--- src/rtl/asq_pkg.sv ---
package asq_pkg;
  localparam int AW   = 3;
  localparam int PLEN = 16;
  localparam int SW   = $clog2(PLEN);

  localparam logic [AW-1:0] A_STATUS  = 3'd0;
  localparam logic [AW-1:0] A_COMMAND = 3'd1;
  localparam logic [AW-1:0] A_LOCK_LO = 3'd2;
  localparam logic [AW-1:0] A_LOCK_HI = 3'd3;
  localparam logic [AW-1:0] A_CCMD    = 3'd4;
  localparam logic [AW-1:0] A_CSTAT   = 3'd5;
  localparam logic [AW-1:0] A_PWR_LO  = 3'd6;
  localparam logic [AW-1:0] A_PWR_HI  = 3'd7;

  localparam logic [7:0] C_LOCK   = 8'd2;
  localparam logic [7:0] C_UNLOCK = 8'd3;
  localparam logic [7:0] C_FL_PT  = 8'd4;
  localparam logic [7:0] C_FL_MEM = 8'd5;
  localparam logic [7:0] G_LSC    = 8'd1;
  localparam logic [7:0] G_L2     = 8'd2;
  localparam logic [7:0] G_L2_LSC = 8'd3;

  localparam logic [1:0] E_NONE  = 2'd0;
  localparam logic [1:0] E_BADOP = 2'd1;
  localparam logic [1:0] E_BUSY  = 2'd2;
  localparam logic [1:0] E_PWR   = 2'd3;

  typedef enum logic [1:0] {K_END, K_WR, K_POLL, K_PWR} kind_e;
  typedef enum logic [1:0] {S_CODE, S_LO, S_HI} src_e;

  typedef struct packed {
    kind_e         kind;
    logic [AW-1:0] addr;
    src_e          src;
    logic [7:0]    code;
    logic          keep;
  } uop_t;

  function automatic uop_t mk_wr(logic [AW-1:0] a, src_e s, logic [7:0] c);
    return '{kind: K_WR, addr: a, src: s, code: c, keep: 1'b0};
  endfunction

  function automatic uop_t mk_poll(logic [AW-1:0] a, logic k);
    return '{kind: K_POLL, addr: a, src: S_CODE, code: 8'd0, keep: k};
  endfunction

  function automatic uop_t mk_pwr();
    return '{kind: K_PWR, addr: A_PWR_LO, src: S_CODE, code: 8'd0, keep: 1'b0};
  endfunction

  function automatic uop_t mk_end();
    return '{kind: K_END, addr: '0, src: S_CODE, code: 8'd0, keep: 1'b0};
  endfunction
endpackage

--- src/rtl/asq_tick.sv ---
module asq_tick #(
  parameter int DIV = 250
) (
  input  logic clk,
  input  logic rst_n,
  input  logic clr,
  output logic tick
);
  localparam int CW = (DIV > 1) ? $clog2(DIV) : 1;
  localparam logic [CW-1:0] LAST = CW'(DIV - 1);

  logic [CW-1:0] cnt_q;

  assign tick = !clr && (cnt_q == LAST);

  always_ff @(posedge clk or negedge rst_n) begin
    if (!rst_n)             cnt_q <= '0;
    else if (clr || tick)   cnt_q <= '0;
    else                    cnt_q <= cnt_q + 1'b1;
  end

  AST_TICK_SINGLE: assert property (@(posedge clk) disable iff (!rst_n)
    (tick && DIV > 1) |=> !tick);
endmodule

--- src/rtl/asq_plan.sv ---
module asq_plan import asq_pkg::*; (
  input  logic          mem,
  input  logic          wa,
  input  logic          gpu,
  input  logic [SW-1:0] step,
  output uop_t          uop
);
  uop_t prog [PLEN];

  always_comb begin
    for (int i = 0; i < PLEN; i++) prog[i] = mk_end();
    prog[0] = mk_wr(A_LOCK_LO, S_LO, 8'd0);
    prog[1] = mk_wr(A_LOCK_HI, S_HI, 8'd0);
    prog[2] = mk_poll(A_STATUS, 1'b0);
    prog[3] = mk_wr(A_COMMAND, S_CODE, C_LOCK);
    prog[4] = mk_poll(A_STATUS, 1'b0);
    if (gpu) begin
      prog[5] = mk_wr(A_CCMD, S_CODE, mem ? G_L2_LSC : G_L2);
      prog[6] = mk_poll(A_CSTAT, 1'b1);
      prog[7] = mk_poll(A_STATUS, 1'b0);
      prog[8] = mk_wr(A_COMMAND, S_CODE, C_UNLOCK);
      prog[9] = mk_poll(A_STATUS, 1'b0);
    end else if (wa) begin
      prog[5]  = mk_wr(A_CCMD, S_CODE, G_LSC);
      prog[6]  = mk_poll(A_CSTAT, 1'b0);
      prog[7]  = mk_pwr();
      prog[8]  = mk_poll(A_STATUS, 1'b0);
      prog[9]  = mk_wr(A_COMMAND, S_CODE, C_FL_PT);
      prog[10] = mk_poll(A_STATUS, 1'b0);
    end else begin
      prog[5] = mk_wr(A_COMMAND, S_CODE, mem ? C_FL_MEM : C_FL_PT);
      prog[6] = mk_poll(A_STATUS, 1'b0);
    end
  end

  assign uop = prog[step];
endmodule

--- src/rtl/as_cmd_seq.sv ---
module as_cmd_seq import asq_pkg::*; #(
  parameter int DW         = 32,
  parameter int POLL_LIMIT = 64,
  parameter int PWR_LIMIT  = 1000,
  parameter int TICK_DIV   = 250
) (
  input  logic            clk,
  input  logic            rst_n,
  input  logic            req_valid,
  output logic            req_ready,
  input  logic [1:0]      req_op,
  input  logic [2*DW-1:0] req_lock,
  input  logic            wa_en,
  input  logic            gpu_path,
  input  logic            l2_on,
  output logic            done,
  output logic [1:0]      err,
  output logic            port_req_valid,
  input  logic            port_req_ready,
  output logic            port_we,
  output logic [2:0]      port_addr,
  output logic [DW-1:0]   port_wdata,
  input  logic            port_rsp_valid,
  input  logic [DW-1:0]   port_rsp_rdata
);
  localparam int PCW = $clog2(POLL_LIMIT + 1);
  localparam int WCW = $clog2(PWR_LIMIT + 1);
  localparam logic [PCW-1:0] POLL_LAST = PCW'(POLL_LIMIT - 1);
  localparam logic [WCW-1:0] PWR_LAST  = WCW'(PWR_LIMIT - 1);

  typedef enum logic [2:0] {S_IDLE, S_ISSUE, S_WAIT, S_GAP, S_DONE} st_e;

  st_e             st_q;
  logic [SW-1:0]   step_q;
  logic [2*DW-1:0] lock_q;
  logic            mem_q, wa_q, gpu_q;
  logic [1:0]      err_q;
  logic [PCW-1:0]  poll_q;
  logic [WCW-1:0]  pwr_q;
  logic            half_q, lo_nz_q;
  logic            stat_ok_q;
  logic            tick;
  uop_t            uop;

  asq_plan u_plan (.mem(mem_q), .wa(wa_q), .gpu(gpu_q), .step(step_q), .uop(uop));

  asq_tick #(.DIV(TICK_DIV)) u_tick (.clk(clk), .rst_n(rst_n),
    .clr(st_q != S_GAP), .tick(tick));

  assign req_ready      = (st_q == S_IDLE);
  assign done           = (st_q == S_DONE);
  assign err            = err_q;
  assign port_req_valid = (st_q == S_ISSUE) && (uop.kind != K_END);
  assign port_we        = (uop.kind == K_WR);
  assign port_addr      = (uop.kind == K_PWR) ? (half_q ? A_PWR_HI : A_PWR_LO) : uop.addr;

  always_comb begin
    case (uop.src)
      S_LO:    port_wdata = lock_q[DW-1:0];
      S_HI:    port_wdata = lock_q[2*DW-1:DW];
      default: port_wdata = DW'(uop.code);
    endcase
  end

  always_ff @(posedge clk or negedge rst_n) begin
    if (!rst_n) begin
      st_q <= S_IDLE; step_q <= '0; lock_q <= '0;
      mem_q <= 1'b0; wa_q <= 1'b0; gpu_q <= 1'b0; err_q <= E_NONE;
      poll_q <= '0; pwr_q <= '0; half_q <= 1'b0; lo_nz_q <= 1'b0;
    end else begin
      case (st_q)
        S_IDLE: if (req_valid) begin
          lock_q <= req_lock;
          mem_q  <= (req_op == 2'd1);
          wa_q   <= wa_en && l2_on && (req_op == 2'd1);
          gpu_q  <= gpu_path;
          step_q <= '0; poll_q <= '0; pwr_q <= '0; half_q <= 1'b0;
          if (req_op[1]) begin err_q <= E_BADOP; st_q <= S_DONE; end
          else           begin err_q <= E_NONE;  st_q <= S_ISSUE; end
        end
        S_ISSUE: begin
          if (uop.kind == K_END)    st_q <= S_DONE;
          else if (port_req_ready)  st_q <= S_WAIT;
        end
        S_WAIT: if (port_rsp_valid) begin
          case (uop.kind)
            K_POLL: begin
              if (!port_rsp_rdata[0]) begin
                step_q <= step_q + 1'b1; poll_q <= '0; st_q <= S_ISSUE;
              end else if (poll_q == POLL_LAST) begin
                if (err_q == E_NONE) err_q <= E_BUSY;
                poll_q <= '0;
                if (uop.keep) begin step_q <= step_q + 1'b1; st_q <= S_ISSUE; end
                else          st_q <= S_DONE;
              end else begin
                poll_q <= poll_q + 1'b1; st_q <= S_ISSUE;
              end
            end
            K_PWR: begin
              if (!half_q) begin
                lo_nz_q <= |port_rsp_rdata; half_q <= 1'b1; st_q <= S_ISSUE;
              end else if (!lo_nz_q && port_rsp_rdata == '0) begin
                half_q <= 1'b0; step_q <= step_q + 1'b1; st_q <= S_ISSUE;
              end else if (pwr_q == PWR_LAST) begin
                if (err_q == E_NONE) err_q <= E_PWR;
                st_q <= S_DONE;
              end else begin
                pwr_q <= pwr_q + 1'b1; half_q <= 1'b0; st_q <= S_GAP;
              end
            end
            default: begin step_q <= step_q + 1'b1; st_q <= S_ISSUE; end
          endcase
        end
        S_GAP:   if (tick) st_q <= S_ISSUE;
        default: st_q <= S_IDLE;
      endcase
    end
  end

  // Observer: last status read was clean and no command write has used it yet.
  always_ff @(posedge clk or negedge rst_n) begin
    if (!rst_n) stat_ok_q <= 1'b0;
    else if (port_req_valid && port_req_ready && port_we && port_addr == A_COMMAND)
      stat_ok_q <= 1'b0;
    else if (st_q == S_WAIT && port_rsp_valid && !port_we && port_addr == A_STATUS)
      stat_ok_q <= !port_rsp_rdata[0];
  end

  AST_CMD_AFTER_IDLE: assert property (@(posedge clk) disable iff (!rst_n)
    (port_req_valid && port_req_ready && port_we && port_addr == A_COMMAND) |-> stat_ok_q);
  AST_BADOP_REFUSED: assert property (@(posedge clk) disable iff (!rst_n)
    (req_valid && req_ready && req_op[1]) |=> (done && err == E_BADOP && !port_req_valid));
  AST_DONE_PULSE: assert property (@(posedge clk) disable iff (!rst_n)
    done |=> !done);
  AST_PORT_HOLD: assert property (@(posedge clk) disable iff (!rst_n)
    (port_req_valid && !port_req_ready) |=>
      (port_req_valid && $stable(port_addr) && $stable(port_wdata) && $stable(port_we)));
  AST_BUSY_REFUSE: assert property (@(posedge clk) disable iff (!rst_n)
    port_req_valid |-> !req_ready);
endmodule

--- config.mk ---
export PLATFORM = sky130hd
export DESIGN_NAME = as_cmd_seq
export DESIGN_NICKNAME = d
export VERILOG_FILES = /design/src/rtl/asq_pkg.sv /design/src/rtl/asq_tick.sv /design/src/rtl/asq_plan.sv /design/src/rtl/as_cmd_seq.sv
export SDC_FILE = /design/constraint.sdc
export NUM_CORES = 1
export LEC_CHECK = 0
export BUFFER_PORTS_ARGS = -buffer_cell sky130_fd_sc_hd__buf_4
export CAP_MARGIN = 20
export CELL_PAD_IN_SITES_DETAIL_PLACEMENT = 0
export CELL_PAD_IN_SITES_GLOBAL_PLACEMENT = 1
export CORE_UTILIZATION = 35
export CTS_CLUSTER_SIZE = 40
export DETAILED_ROUTE_END_ITERATION = 8
export GPL_TIMING_DRIVEN = 0
export PLACE_DENSITY = 0.75
export SLEW_MARGIN = 20
export SYNTH_ARGS = -nofsm -noshare
export SYNTH_HDL_FRONTEND = slang
export SYNTH_SLANG_ARGS = --single-unit
--- constraint.sdc ---
create_clock -name clk -period 2.8 [get_ports clk]
set_clock_uncertainty 0.15 [all_clocks]
set_input_delay 0.14 -clock clk [delete_from_list [all_inputs] [get_ports clk]]
set_output_delay 0.14 -clock clk [all_outputs]
set_load 0.02 [all_outputs]
==> flow_metrics.tcl, run 1 <==
set metrics [dict create \
    outcome "completed" \
    detail-route-antenna-nets 0 \
    dpl_cell_area_sq_um 6720 \
    ir_worst_vdd_v 0.000490 \
    regToRegSetupSlack_ns 0.13 \
    first_iter_violations 309 \
    drc 0 \
    clkLatencyLatePin_ns 0.35 \
    swShare 0.450 \
    synth_top_family_by_area "simple AND/OR/NAND/NOR gates" \
    drv_cap 0 \
    clk_path_buf_depth 2 \
    synth_compound_area_frac 0.133 \
    via_count 5592 \
    viasPerCell 5.18 \
    crit_type "flop to flop" \
    n_antenna_cell 0 \
    clkSinkCount 103 \
    period_share 0.955 \
    ys_seq_elements 103 \
    multiInputGateArea_sq_um 2660 \
    crit_cells 10 \
    worst-endpoint-arrival_ns 2.80 \
    internal_power_mw 4.31 \
    max_stage_delay_ns 0.55 \
    fin_nets 1008 \
    synth.avg_cell_area_sq_um 8.15 \
    cts_root_buffer "clkbuf_16" \
    worstMarginPinSlew_ns 0.979 \
    cts_tree "built" \
    drt-total-wl_um 17300 \
    fin_crit_ns 2.67 \
    first_pass_iters 4 \
    path_clk_slew_ns 0.07 \
    synth-simple-area-share 0.299 \
    place_congestion 0.824 \
    hp-class "primary input to flop" \
    muxShareOfSynthArea 0.0156 \
    core_area_sq_um 14800 \
    syn_nets 777 \
    synthFlopType "dfrtp_1" \
    first_global_vias 5697 \
    fmax_ghz 0.374 \
    register_area_sq_um 2580 \
    grt_first_pass_wirelength_um 28000 \
    layout-drive-gt1-share 0.233 \
    yosysWarnings 0 \
    ff2ff_path_depth 10 \
    synth_fa_ha_area_frac 0.0232 \
    io_buffers 146 \
    leakage_nw 3.83 \
    die_h_um 126 \
    p_total_mw 7.83 \
    finalSetupViolations 0 \
    synth_cell_types 58 \
    holdPathStages 3 \
    wl_per_cell_um 16.0 \
    p_clk_frac 0.161 \
    grt_overflow 0 \
    p_sw_mw 3.52 \
    final_cell_mix "nand2_1 (227), buf_4 (150), dfrtp_1 (102)" \
    async_flop_share 1.00 \
    synth-xor-area-share 0.00976 \
    start_util 0.365 \
    crit_slowest_cell "or4b_1" \
    critPathTopFamily "simple AND/OR/NAND/NOR gates" \
    synth-edff-count 0 \
    critPathLaunchType "flop" \
    cts_buffers 9 \
    critPathMaxFanout 10 \
    p_comb_frac 0.544 \
    syn-instance-count 661 \
    area_delta_synth_final_pct 46.3 \
    syn_area_sq_um 5390 \
    drv_slew 0 \
    finalInstanceArea_sq_um 7880 \
    ys_seq_area_frac 0.479 \
    p_per_area_nw_per_um2 994 \
    critPathBufInv 3 \
    chipWidth_um 126 \
    rsz0062_at_grt "yes" \
    grt_max_degree 104 \
    ctsHtreeMaxLevel 3 \
    finalHoldViolations 0 \
    required_ns 2.93 \
    io_pins 147 \
    die_area_sq_um 15900 \
    num-fill-cells 1413 \
    worstSetupEndpointType "flop" \
    power_frac_seq 0.296 \
    final_common_cell "nand2_1" \
    num_rows 44 \
    crit_chain "buf_8 -> inv_2 -> ha_2 -> nor2_1 -> a311oi_2 -> o2bb2ai_2 -> or4b_1 -> buf_6 -> or3_4 -> a21oi_2" \
    slew_headroom 0.348 \
    grt_usage 0.223 \
    antenna_found_initial 0 \
    hpwl_um 11800 \
]
logic make-up after synthesis:
family / Yosys count
buffers and inverters: 56
AND/OR/NAND/NOR: 376
XOR/XNOR: 6
AO/OA/AOI/OAI: 102
flip-flops: 103
adder cells (fa/ha/maj): 10
multiplexers: 8
what timing repair did:
item / in CTS / in global routing
pin swaps: 2 / 0
hold buffers: 72 / 0
hold endpoints to repair: 174 / 0
resized for setup: 28 / 21
setup endpoints to repair: 74 / 54
buffers inserted: 2 / 2
flip-flops by register name, summed over array words and instances, names as in the netlist:
signal and count:
err 2, gpu_q 1, half_q 1, lo_nz_q 1, lock_q 64, mem_q 1, poll_q 7, pwr_q 10
st_q 3, step_q 4, u_tick.cnt_q 8, wa_q 1
Yosys cell counts, types with 2 or more instances:
library cell,instances,area share
a221oi_1,2,0.0033
or3_1,6,0.0070
dfrtp_1,103,0.48
nand2_1,227,0.16
xor2_1,4,0.0065
and2_1,4,0.0046
nand3b_1,2,0.0028
o21ai_0,13,0.012
o211ai_1,3,0.0042
nor2_1,65,0.045
or4_1,3,0.0042
mux2i_1,5,0.0093
a22oi_1,31,0.043
nand3_1,20,0.019
nor4_1,10,0.012
o31ai_1,7,0.0098
buf_1,3,0.0021
buf_2,4,0.0037
nor3_1,13,0.012
ha_1,10,0.023
o21ai_1,2,0.0019
nor3b_1,3,0.0042
a21oi_1,14,0.013
a31oi_1,7,0.0081
nand2b_1,3,0.0035
nor2b_1,4,0.0046
or2_2,3,0.0035
a41o_1,2,0.0037
o21a_1,3,0.0042
clkbuf_1,35,0.024
a22o_1,2,0.0033
and3b_1,2,0.0033
and3_1,4,0.0046
inv_1,13,0.0091
mux2_2,3,0.0063
nand4_1,3,0.0035
xnor2_1,2,0.0033
cell type report:
| cell class | instances | share of cell area |
|---|---|---|
| Buffer | 41 | 0.0273 |
| Sequential cell | 103 | 0.327 |
| Clock inverter | 5 | 0.00730 |
| Multi-Input combinational cell | 502 | 0.337 |
| Tap cell | 184 | 0.0292 |
| Timing Repair Buffer | 222 | 0.236 |
| Clock buffer | 10 | 0.0291 |
| Inverter | 13 | 0.00619 |
power by group through the flow:
stage	clock network, mW	logic (mW)	registers, mW
2_1_floorplan	0	2.46	2.25
3_3_place_gp	0	3.92	2.30
3_5_place_dp	0	3.98	2.32
4_1_cts	1.28	4.22	2.31
5_1_grt	1.35	4.68	2.38
6_report	1.26	4.26	2.32
stage by stage:
stage | hold slack [ns] | setup TNS [ns] | worst slack [ns] | util | cells
after detailed placement | 0.184 | -13.93 | -0.438 | 0.455 | 991
after global routing | 0.0513 | -0.0331 | -0.0269 | 0.534 | 1080
after CTS | 0.0477 | 0 | 0.0380 | 0.529 | 1078
after floorplan | -0.306 | 0 | 0.0199 | - | 661
after global placement | 0.179 | -11.23 | -0.398 | 0.455 | 991
final | 0.0574 | 0 | 0.126 | 0.534 | 1080
metal layers:
metal	track usage	vias to the layer above	wire length, um
li1	-	2694	-
met1	0.285	2728	7650
met2	0.383	145	8590
met3	0.0336	25	623
met4	0.0801	0	406
met5	0	-	0
tightest hold or removal path, cell delays in order:
cell and delay, ns:
buf_4 0.13, a31oi_1 0.12, o21ai_0 0.10
final timing paths:
path | startpoint | endpoint
max | step_q[0] | pwr_q[2]
min | port_rsp_rdata[0] | err[1]
max reg2reg | step_q[0] | pwr_q[2]
min reg2reg | lock_q[26] | lock_q[26]
max in group asynchronous | rst_n | step_q[0]
min in group asynchronous | rst_n | u_tick.cnt_q[1]
Note: power is estimated with default switching activity, not from simulation.
==> inputs of run 2 (changes only) <==
--- a/config.mk
+++ b/config.mk
@@ -12,8 +12,8 @@
 export CORE_UTILIZATION = 35
 export CTS_CLUSTER_SIZE = 40
 export DETAILED_ROUTE_END_ITERATION = 8
-export GPL_TIMING_DRIVEN = 0
 export PLACE_DENSITY = 0.75
+export SETUP_SLACK_MARGIN = 0.5
 export SLEW_MARGIN = 20
 export SYNTH_ARGS = -nofsm -noshare
 export SYNTH_HDL_FRONTEND = slang
==> run 2 against run 1 <==
- global-route usage is 0.090 points higher
- critical path type unchanged
- clock-buffer cell count is 1 higher
- combinational power is 31% higher
==> flow_metrics.tcl, run 2 (synthesis results as in run 1) <==
set metrics [dict create \
    num_rows 44 \
    cts_tree "built" \
    finalHoldViolations 0 \
    fmax_ghz 0.406 \
    clkLatencyLatePin_ns 0.35 \
    register_area_sq_um 2580 \
    rsz0062_at_grt "yes" \
    cts_buffers 9 \
    outcome "completed" \
    first_pass_iters 5 \
    crit_start "gpu_q" \
    p_per_area_nw_per_um2 1060 \
    final_cell_mix "nand2_1 (224), buf_4 (183), dfrtp_1 (97)" \
    ctsHtreeMaxLevel 3 \
    cts_root_buffer "clkbuf_16" \
    drv_cap 0 \
    io_buffers 146 \
    grt_max_degree 69 \
    critPathLaunchType "flop" \
    first_iter_violations 373 \
    required_ns 2.92 \
    finalSetupTns_ns 0 \
    leakage_nw 4.14 \
    via_count 5716 \
    ff2ff_path_depth 6 \
    worstMarginPinSlew_ns 0.670 \
    finalSetupViolations 0 \
    antenna_found_initial 0 \
    drc 0 \
    grt_overflow 0 \
    critPathMaxFanout 9 \
    largest_reg_flops 64 \
    cp-endpoint "pwr_q[2]" \
    ir_worst_vdd_v 0.000678 \
    chipWidth_um 126 \
    reg_top3 "lock_q x64, pwr_q x10, u_tick.cnt_q x8" \
    fin_nets 1026 \
    drv_slew 0 \
    regToRegStartpoint "gpu_q" \
    hpwl_um 10600 \
    core_area_sq_um 14800 \
    period_share 0.881 \
    num-fill-cells 1325 \
    multiInputGateArea_sq_um 3020 \
    start_util 0.365 \
    grt_first_pass_wirelength_um 28500 \
    die_h_um 126 \
    area_delta_synth_final_pct 62.3 \
    worstSetupEndpointType "flop" \
    viasPerCell 5.20 \
    io_pins 147 \
    grt_usage 0.224 \
    clk_path_buf_depth 2 \
    timing.hold.ws_ns 0.0407 \
    first_global_vias 6024 \
    path_clk_slew_ns 0.07 \
    regMostFlops "lock_q" \
    final_common_cell "nand2_1" \
    n_antenna_cell 0 \
    worst-endpoint-arrival_ns 2.59 \
    rr_endpoint "pwr_q[2]" \
    detail-route-antenna-nets 0 \
    place_congestion 0.792 \
    die_area_sq_um 15900 \
    slew_headroom 0.549 \
    hp-class "primary input to flop" \
    layout-drive-gt1-share 0.348 \
    fin_crit_ns 2.47 \
    drt-total-wl_um 17900 \
    wl_per_cell_um 16.3 \
    crit_type "flop to flop" \
    regToRegSetupSlack_ns 0.33 \
    clkSinkCount 103 \
]
-- run 2: changes by cell type in the layout (fill, tap and decap cells not counted), sizes merged --
cell    delta
clkinv     -1
clkbuf    -27
bufinv     -1
inv        +2
buf       +46
-- run 2: how the worst min path moves through the flow --
stage | slack (ns) | start | to | cells after the start
after floorplan | -0.31 | rst_n | err[0] | 0
after global placement | -0.001 | rst_n | u_tick.cnt_q[0] | 1
after detailed placement | 0.006 | rst_n | u_tick.cnt_q[1] | 1
after CTS | 0.004 | port_rsp_rdata[0] | err[1] | 3
after global routing | 0.05 | port_rsp_rdata[0] | err[1] | 3
final | 0.04 | port_rsp_rdata[0] | err[1] | 3
-- run 2: per-stage QoR --
stage / std cells / total power [mW] / utilization / setup slack (ns) / cell area, sq um
finish: 1099 / 9.27 / 0.592 / 0.334 / 8740
global route: 1099 / 9.84 / 0.592 / 0.233 / 8740
CTS: 1087 / 8.74 / 0.571 / 0.347 / 8420
detailed placement: 973 / 6.39 / 0.463 / 0.144 / 6840
global placement: 973 / 6.32 / 0.463 / 0.221 / 6840
floorplan: 661 / 4.78 / - / 0.301 / 5450
-- run 2: metal layers --
| metal | global-route usage | vias to the layer above | wire length (um) |
|---|---|---|---|
| met4 | 0.0687 | 0 | 276 |
| met3 | 0.0476 | 23 | 786 |
| met5 | 0 | - | 0 |
| li1 | - | 2744 | - |
| met2 | 0.412 | 146 | 9330 |
| met1 | 0.259 | 2803 | 7490 |
-- run 2: layout make-up --
class | count | area share
repair buffers | 281 | 0.292
multi-input cells | 502 | 0.345
inverters | 13 | 0.00644
clock buffers | 11 | 0.0289
flip-flops and latches | 103 | 0.296
clock inverters | 5 | 0.00530
well taps | 184 | 0.0263
-- run 2: timing repair --
item / CTS / global route
endpoints found under the hold margin: 106 / 0
pin swaps: 14 / 26
gates resized for setup: 67 / 41
endpoints found under the setup margin: 50 / 57
gates cloned: 3 / 3
buffers inserted: 23 / 9
hold buffers: 72 / 0
-- run 2: power breakdown --
group	total [mW]	switching (mW)	internal [mW]
registers	2.44	0.429	2.01
clock network	1.28	0.607	0.669
logic	5.56	3.02	2.54
-- run 2: critical path, stage by stage (launching register included) --
cell,delay (ns)
dfrtp_2,0.47
or3b_1,0.41
a21oi_2,0.22
o2bb2ai_4,0.11
or4b_4,0.56
or3_4,0.35
a21oi_2,0.12
==> inputs of run 3 (changes only) <==
--- a/config.mk
+++ b/config.mk
@@ -5,14 +5,14 @@
 export SDC_FILE = /design/constraint.sdc
 export NUM_CORES = 1
 export LEC_CHECK = 0
-export BUFFER_PORTS_ARGS = -buffer_cell sky130_fd_sc_hd__buf_4
 export CAP_MARGIN = 20
 export CELL_PAD_IN_SITES_DETAIL_PLACEMENT = 0
 export CELL_PAD_IN_SITES_GLOBAL_PLACEMENT = 1
-export CORE_UTILIZATION = 35
+export CORE_UTILIZATION = 42
 export CTS_CLUSTER_SIZE = 40
 export DETAILED_ROUTE_END_ITERATION = 8
-export PLACE_DENSITY = 0.75
+export DONT_BUFFER_PORTS = 1
+export PLACE_DENSITY = 0.74
 export SETUP_SLACK_MARGIN = 0.5
 export SLEW_MARGIN = 20
 export SYNTH_ARGS = -nofsm -noshare
==> run 3 against run 2 <==
- the flow now finishes with violations (hold timing)
- die area shrank 16%
- sequential cell count is the same
- utilization rose by 5.0 points
- fmax fell by 1.7%
- clock power rose by 7%
- critical path type is now flop to output port
- highest routed layer unchanged
==> flow_metrics.tcl, run 3 (synthesis results as in run 1) <==
set metrics [dict create \
    first_global_vias 5030 \
    drc 0 \
    via_count 5243 \
    slew_headroom 0.467 \
    n_antenna_cell 0 \
    worstMarginPinSlew_ns 0.792 \
    fin_nets 912 \
    chipWidth_um 115 \
    fin_ws_ns 0.292 \
    clkLatencyLatePin_ns 0.35 \
    first_pass_iters 6 \
    regMostFlops "lock_q" \
    p_per_area_nw_per_um2 1230 \
    hp-class "primary input to asynchronous set/reset pin" \
    grt_max_degree 104 \
    final_common_cell "nand2_1" \
    finalSetupTns_ns 0 \
    cts_buffers 9 \
    leakage_nw 3.62 \
    core_area_sq_um 12600 \
    num_rows 41 \
    ir_worst_vdd_v 0.000789 \
    drv_cap 0 \
    rsz0062_at_grt "yes" \
    cts_tree "built" \
    wl_per_cell_um 16.8 \
    ctsHoldBuffers 72 \
    cts_root_buffer "clkbuf_16" \
    io_pins 147 \
    grt_usage 0.246 \
    reg_top3 "lock_q x64, pwr_q x10, u_tick.cnt_q x8" \
    first_iter_violations 304 \
    crit_start "step_q[0]" \
    worstSetupEndpointType "output port" \
    layout-drive-gt1-share 0.264 \
    placed_cells 846 \
    die_h_um 115 \
    critPathMaxFanout 8 \
    crit_type "flop to output port" \
    io_buffers 0 \
    place_congestion 0.825 \
    fin_cells 972 \
    fin_crit_ns 2.51 \
    largest_reg_flops 64 \
    period_share 0.896 \
    drv_slew 0 \
    required_ns 2.51 \
    fmax_ghz 0.399 \
    detail-route-antenna-nets 0 \
    violations "hold timing" \
    start_util 0.429 \
    antenna_found_initial 0 \
    timing.hold.ws_ns -0.670 \
    finalHoldViolations 103 \
    path_clk_slew_ns 0.07 \
    worst-endpoint-arrival_ns 2.22 \
    area_delta_synth_final_pct 49.9 \
    outcome "complete, but fails checks" \
    regToRegStartpoint "step_q[1]" \
    drt-total-wl_um 16400 \
    ctsHtreeMaxLevel 3 \
    dp_slack_ns 0.259 \
    hpwl_um 9480 \
    die_area_sq_um 13300 \
    clk_path_buf_depth 2 \
    grt_overflow 0 \
    grt_first_pass_wirelength_um 25100 \
    finalSetupViolations 0 \
    viasPerCell 5.39 \
    final_cell_mix "nand2_1 (224), dfrtp_1 (96), dlygate4sd3_1 (72)" \
    critPathLaunchType "flop" \
    clkSinkCount 103 \
]
run 3: cell types whose count changed in the layout (fill, tap and decap cells not counted), moves of 10 or more:
cell	previous run	this run
nor2_1	60	49
nor2_4	1	11
buf_6	10	26
buf_4	183	54
run 3: path summary, 6_finish.rpt:
path                              endpoint  slack, ns  depth (start not counted)
min in group clk                   st_q[0]       0.02                          3
max in group asynchronous  u_tick.cnt_q[6]       3.04                          0
setup / recovery            port_wdata[29]       0.29                          9
setup reg to reg                  pwr_q[7]       0.29                          8
hold reg to reg            u_tick.cnt_q[0]       0.34                          1
hold / removal                  lock_q[32]      -0.67                          0
run 3: area by class of cell:
cell class	instances	area, sq um
fill	1039	4490
multi-input combinational	502	3130
sequential	103	2590
timing repair buffer	167	1770
clock buffer	11	243
tap	172	215
clock inverter	4	77.6
inverter	13	53.8
run 3: what timing repair did:
action | CTS | global route
setup buffers | 19 | 11
setup endpoints to repair | 46 | 53
pin swaps | 8 | 48
gates resized for setup | 74 | 81
hold endpoints to repair | 178 | 103
cloned | 7 | 2
run 3: critical path, cell delays in order, from the launching register on:
cell and delay (ns):
dfrtp_2 0.44, inv_4 0.06, buf_6 0.12, ha_4 0.14, and2_4 0.13, buf_6 0.11
ha_4 0.41, clkbuf_16 0.24, nor2_1 0.06, buf_4 0.15
run 3: layer usage:
layer / vias to the layer above / wire (um) / track usage
met5: - / 0 / 0
met1: 2593 / 7290 / 0.322
li1: 2507 / - / -
met4: 0 / 207 / 0.0641
met3: 15 / 699 / 0.0585
met2: 128 / 8150 / 0.409
run 3: through the flow:
step,cell area [sq um],utilization,power [mW]
2_1_floorplan,5450,-,4.78
3_3_place_gp,5930,0.472,5.96
3_5_place_dp,5930,0.472,6.05
4_1_cts,7600,0.605,8.98
5_1_grt,8080,0.643,10.5
6_report,8080,0.643,9.93
run 3: report_power, final:
group | switching [mW] | internal [mW]
registers | 0.451 | 2.01
clock network | 0.562 | 0.809
logic | 3.25 | 2.85
total | 4.26 | 5.67
